## src/rtl/ttr_pkg.sv

```systemverilog
package ttr_pkg;
   // Attribute byte layout; bit positions are decoded by the effect chain.
   typedef struct packed {
      logic [2:0] color;
      logic       reverse;
      logic       blink;
      logic       vbar;
      logic       over;
      logic       under;
   } attr_t;
endpackage

```

## src/rtl/ttr_glyph_rom.sv

```systemverilog
module ttr_glyph_rom #(
   parameter int CODE_W = 8,
   parameter int ROW_W  = 5,
   parameter int PIX_W  = 8
) (
   input  logic [CODE_W-1:0] code,
   input  logic [ROW_W-1:0]  row,
   output logic [PIX_W-1:0]  data
);
   localparam int ADDR_W = CODE_W + ROW_W;

   if (ADDR_W < PIX_W) begin : g_bad_addr
      $error("glyph address narrower than pixel word");
   end

   logic [ADDR_W-1:0] addr;

   // split address: high bits of code and row sit on top
   assign addr = {row[ROW_W-1], code[CODE_W-1], row[ROW_W-2:0], code[CODE_W-2:0]};

   // computed content stands in for a mask ROM
   assign data = addr[PIX_W-1:0] ^ addr[ADDR_W-1 -: PIX_W];
endmodule

```

## src/rtl/ttr_effects.sv

```systemverilog
module ttr_effects
   import ttr_pkg::*;
#(
   parameter int PIX_W    = 8,
   parameter int ROW_W    = 5,
   parameter int VBAR_BIT = 3
) (
   input  logic [PIX_W-1:0] glyph,
   input  attr_t            at,
   input  logic [ROW_W-1:0] row,
   input  logic [ROW_W-1:0] cell_h,
   input  logic             phase,
   input  logic             cursor,
   output logic [PIX_W-1:0] pix
);
   if (VBAR_BIT >= PIX_W) begin : g_bad_vbar
      $error("vertical bar position outside pixel word");
   end

   logic [ROW_W-1:0] last_row;
   logic             in_range, under_hit, over_hit, blank, invert;

   always_comb begin
      last_row  = cell_h - 1'b1;
      in_range  = row < cell_h;
      under_hit = at.under && (row == last_row);
      over_hit  = at.over && (row == '0);
      blank     = at.blink && phase;
      invert    = cursor && phase;
   end

   // one lane per pixel; effects chained in fixed order
   for (genvar i = 0; i < PIX_W; i++) begin : g_lane
      logic s_rev, s_ul, s_ol, s_vb, s_bl, s_cu;
      always_comb begin
         s_rev = glyph[i] ^ at.reverse;
         s_ul  = under_hit ? 1'b1 : s_rev;
         s_ol  = over_hit ? 1'b1 : s_ul;
         s_vb  = (at.vbar && (i == VBAR_BIT)) ? 1'b1 : s_ol;
         s_bl  = blank ? 1'b0 : s_vb;
         s_cu  = s_bl ^ invert;
      end
      assign pix[i] = in_range & s_cu;
   end
endmodule

```

## src/rtl/text_attr_render.sv

```systemverilog
module text_attr_render
   import ttr_pkg::*;
#(
   parameter int CODE_W    = 8,
   parameter int ROW_W     = 5,
   parameter int PIX_W     = 8,
   parameter int FRAME_W   = 8,
   parameter int BLINK_BIT = 4,
   parameter int VBAR_BIT  = 3
) (
   input  logic               clk,
   input  logic               rst_n,
   input  logic               in_valid,
   input  logic [CODE_W-1:0]  char_code,
   input  logic [7:0]         attr,
   input  logic [ROW_W-1:0]   row,
   input  logic [ROW_W-1:0]   cell_h,
   input  logic [FRAME_W-1:0] frame_cnt,
   input  logic               cursor_hit,
   output logic               out_valid,
   output logic [PIX_W-1:0]   pix,
   output logic [2:0]         color
);
   localparam int COLOR_W = $bits(attr_t) - 5;

   if (BLINK_BIT >= FRAME_W) begin : g_bad_blink
      $error("blink phase bit outside frame counter");
   end
   if (ROW_W < 2 || CODE_W < 2) begin : g_bad_w
      $error("code and row need at least two bits");
   end

   attr_t            at;
   logic [PIX_W-1:0] glyph, pix_c;

   assign at = attr_t'(attr);

   ttr_glyph_rom #(.CODE_W(CODE_W), .ROW_W(ROW_W), .PIX_W(PIX_W)) u_rom (
      .code (char_code),
      .row  (row),
      .data (glyph)
   );

   ttr_effects #(.PIX_W(PIX_W), .ROW_W(ROW_W), .VBAR_BIT(VBAR_BIT)) u_fx (
      .glyph  (glyph),
      .at     (at),
      .row    (row),
      .cell_h (cell_h),
      .phase  (frame_cnt[BLINK_BIT]),
      .cursor (cursor_hit),
      .pix    (pix_c)
   );

   always_ff @(posedge clk) begin
      if (!rst_n) begin
         out_valid <= 1'b0;
         pix       <= '0;
         color     <= '0;
      end else begin
         out_valid <= in_valid;
         if (in_valid) begin
            pix   <= pix_c;
            color <= at.color[COLOR_W-1:0];
         end
      end
   end
endmodule

```

## config.mk

```make
export PLATFORM = sky130hd
export DESIGN_NAME = text_attr_render
export DESIGN_NICKNAME = d
export VERILOG_FILES = /design/src/rtl/ttr_pkg.sv /design/src/rtl/ttr_glyph_rom.sv /design/src/rtl/ttr_effects.sv /design/src/rtl/text_attr_render.sv
export SDC_FILE = /design/constraint.sdc
export NUM_CORES = 1
export LEC_CHECK = 0
export BUFFER_PORTS_ARGS = -buffer_cell sky130_fd_sc_hd__buf_2
export CAP_MARGIN = 10
export CORE_MARGIN = 8
export CORE_UTILIZATION = 45
export CTS_CLUSTER_SIZE = 16
export DETAILED_ROUTE_END_ITERATION = 12
export HOLD_SLACK_MARGIN = 0.06
export PLACE_DENSITY = 0.79
export SETUP_SLACK_MARGIN = 0.15
export SLEW_MARGIN = 20
export SYNTH_ARGS = -nofsm -noshare
export SYNTH_HDL_FRONTEND = slang
export SYNTH_SLANG_ARGS = --single-unit
```

## constraint.sdc

```tcl
create_clock -name clk -period 2.7 [get_ports clk]
set_clock_uncertainty 0.2 [all_clocks]
set_input_delay 0.54 -clock clk [delete_from_list [all_inputs] [get_ports clk]]
set_output_delay 0.54 -clock clk [all_outputs]
set_load 0.005 [all_outputs]
```

==> impl_metrics.sql <==
INSERT INTO impl_metrics (metric_group, metric, value, unit) VALUES
('run_status', 'outcome', 'completed', ''),
('critical_path', 'crit_required', '2.64', 'ns'),
('critical_path', 'timing_worst_setup_path_type', 'in2reg', ''),
('logic_synthesis', 'netlist_instances', '116', ''),
('sta', 'setup_viol_count_final', '0', ''),
('sta', 'max_freq', '449', 'MHz'),
('cells_and_area', 'finish.instance_area', '1250', 'um^2'),
('placed_design', 'dp_hpwl', '2150', 'um'),
('sta', 'slew_headroom', '37.7', '%'),
('cts', 'post_cts_resized', '0', ''),
('route', 'drt-wirelength-per-cell', '13.9', 'um'),
('critical_path', 'critical_path.startpoint_type', 'primary input', ''),
('pwr', 'clock_power_share', '21.7', '%'),
('job', 'drv.max_cap_violation_count', '0', ''),
('route', 'detail_route.drc_violations', '0', ''),
('die', 'core-area', '2150', 'um^2'),
('critical_path', 'regToRegSetupSlack', '1.77', 'ns'),
('cells_and_area', 'mostFrequentLayoutCells', 'buf_2 (42), a22oi_1 (14), dfxtp_1 (12)', ''),
('sta', 'rsz0062_at_grt', 'false', ''),
('logic_synthesis', 'synthesis.nets', '160', ''),
('pwr', 'max-vdd-ir-drop', '0.225', 'mV'),
('route', 'detail_route.vias_per_cell', '5.39', ''),
('placed_design', 'detailedPlace.worstSlack', '0.187', 'ns'),
('sta', 'timing.hold.ws', '0.272', 'ns'),
('cells_and_area', 'ant_cells', '0', ''),
('hold_path', 'whs_endpoint', 'pix[1]', ''),
('cts', 'numCtsBuffers', '3', ''),
('logic_synthesis', 'yosysUniqueCellTypes', '29', ''),
('placed_design', 'port_buffers', '42', ''),
('cells_and_area', 'fillCellCount', '209', ''),
('cts', 'cts_tree', 'yes', ''),
('global_route', 'number_of_antenna_violations_at_the_first_check_in_global_routing', '0', ''),
('logic_synthesis', 'leading_area_contributor_after_synthesis', 'dfxtp_1', ''),
('logic_synthesis', 'syn-mean-instance-area', '8.55', 'um^2'),
('cts', 'h-tree-depth', '1', ''),
('placed_design', 'placed_cell_area', '1230', 'um^2'),
('pwr', 'power_frac_seq', '41.8', '%'),
('hold_path', 'class_of_the_worst_hold_path', 'reg2reg', ''),
('die', 'dieArea', '3960', 'um^2'),
('logic_synthesis', 'fraction_of_the_yosys_area_taken_by_sequential_cells', '24.2', '%'),
('pwr', 'switchingPower', '0.150', 'mW'),
('die', 'ioPinCount', '50', ''),
('critical_path', 'regToRegStartpoint', 'pix[0]', ''),
('critical_path', 'crit_buf_inv', '2', ''),
('hold_path', 'holdPathStages', '2', ''),
('placed_design', 'gp_routability_congestion', '0.826', ''),
('sta', 'timing.final.crit_period', '2.23', 'ns'),
('cells_and_area', 'total_number_of_nets_in_the_final_design', '204', ''),
('hold_path', 'hold_start', 'pix[1]', ''),
('route', 'ant_nets', '0', ''),
('sta', 'post_route_clock_period_utilization', '82.5', '%'),
('logic_synthesis', 'mappedNetlistArea', '992', 'um^2'),
('cts', 'ctsRootBufferMaster', 'clkbuf_4', ''),
('cts', 'cts.sink_count', '12', ''),
('cells_and_area', 'area_growth_syn_to_layout', '26.1', '%'),
('cells_and_area', 'layout_commonest_cell', 'buf_2', ''),
('critical_path', 'crit_slowest_cell', 'a2111oi_4', ''),
('critical_path', 'regToRegEndpoint', 'pix[0]', ''),
('route', 'detailroute.via_count', '1002', ''),
('logic_synthesis', 'synth_async_sr_flop_share', '0', '%'),
('route', 'routed_wl', '2590', 'um'),
('die', 'std_cell_rows', '17', ''),
('critical_path', 'worst_r2r_path_depth', '2', ''),
('global_route', 'grt-ovfl-total', '0', ''),
('logic_synthesis', 'synth-main-ff-cell', 'dfxtp_1', ''),
('global_route', 'grt_max_degree', '17', ''),
('cts', 'hold_buffers', '0', ''),
('global_route', 'first_global_vias', '1075', ''),
('logic_synthesis', 'yosys.area.top_type_share', '24.2', '%'),
('cells_and_area', 'final_layout_size_suffix_gt1_share', '30.4', '%'),
('critical_path', 'slowest_delay', '0.53', 'ns');
[cells by family (layout without fill, tap and decap cells)]
logic type      Yosys count  in the layout  synth area share (%)
flops                    12             12                  24.2
xor+xnor                 16             16                  14.1
fa+ha+maj                 6              6                  7.57
mux                      10             10                  10.1
simple gates             29             29                  16.1
compound gates           32             32                  23.6
buf+inv                  11             53                  4.29
[tightest hold or removal path, cell delays in order (launching register included)]
cell and delay (ns):
dfxtp_1 0.33, nand2_1 0.05, nand3_1 0.06
[synthesized netlist by cell type, drive strengths merged (3+ instances only)]
master and n:
a22oi 14, dfxtp 12, mux2i 10, xnor2 9
a21oi 8, inv 7, nor2 7, xor2 7
ha 6, nand2 5, nor2b 5, and2 4
clkbuf 3
[final cells by class]
cell class | instances | area [um^2] | area share (%)
multi-input cells | 93 | 709 | 56.7
flip-flops and latches | 12 | 240 | 19.2
repair buffers | 43 | 218 | 17.4
well taps | 28 | 35.0 | 2.80
inverters | 7 | 26.3 | 2.10
clock buffers | 3 | 22.5 | 1.80
[worst max path at each step]
stage	from	cells past startpoint	end	slack (ns)
2_1_floorplan	cell_h[1]	8	pix[0]	0.46
3_3_place_gp	cell_h[1]	8	pix[6]	0.29
3_5_place_dp	cell_h[0]	8	pix[1]	0.19
4_1_cts	cell_h[0]	8	pix[1]	0.48
5_1_grt	cell_h[0]	8	pix[3]	0.36
6_report	cell_h[0]	8	pix[1]	0.47
[layer usage]
metal | GRT usage [%] | vias to the layer above | wire (um)
met4 | 5.41 | 0 | 35
met1 | 14.2 | 461 | 1110
met5 | 0 | - | 0
met3 | 4.84 | 4 | 208
li1 | - | 504 | -
met2 | 22.7 | 33 | 1240
[stage by stage]
step,power (mW),utilization [%],cells
2_1_floorplan,0.313,-,116
3_5_place_dp,0.377,57.2,183
6_report,0.477,58.2,186
3_3_place_gp,0.369,57.2,183
5_1_grt,0.511,58.2,186
4_1_cts,0.484,58.2,186
[registers in the layout, indices dropped and copies added, names as in the netlist]
signal     cells
pix            8
color          3
out_valid      1
[power groups by stage]
stage	registers [mW]	clock network, mW	logic, mW
after floorplan	0.204	0	0.109
after global placement	0.202	0	0.167
after detailed placement	0.203	0	0.173
after CTS	0.199	0.109	0.175
after global routing	0.201	0.116	0.194
final	0.199	0.104	0.174
Note: power is estimated with default switching activity, not from simulation.
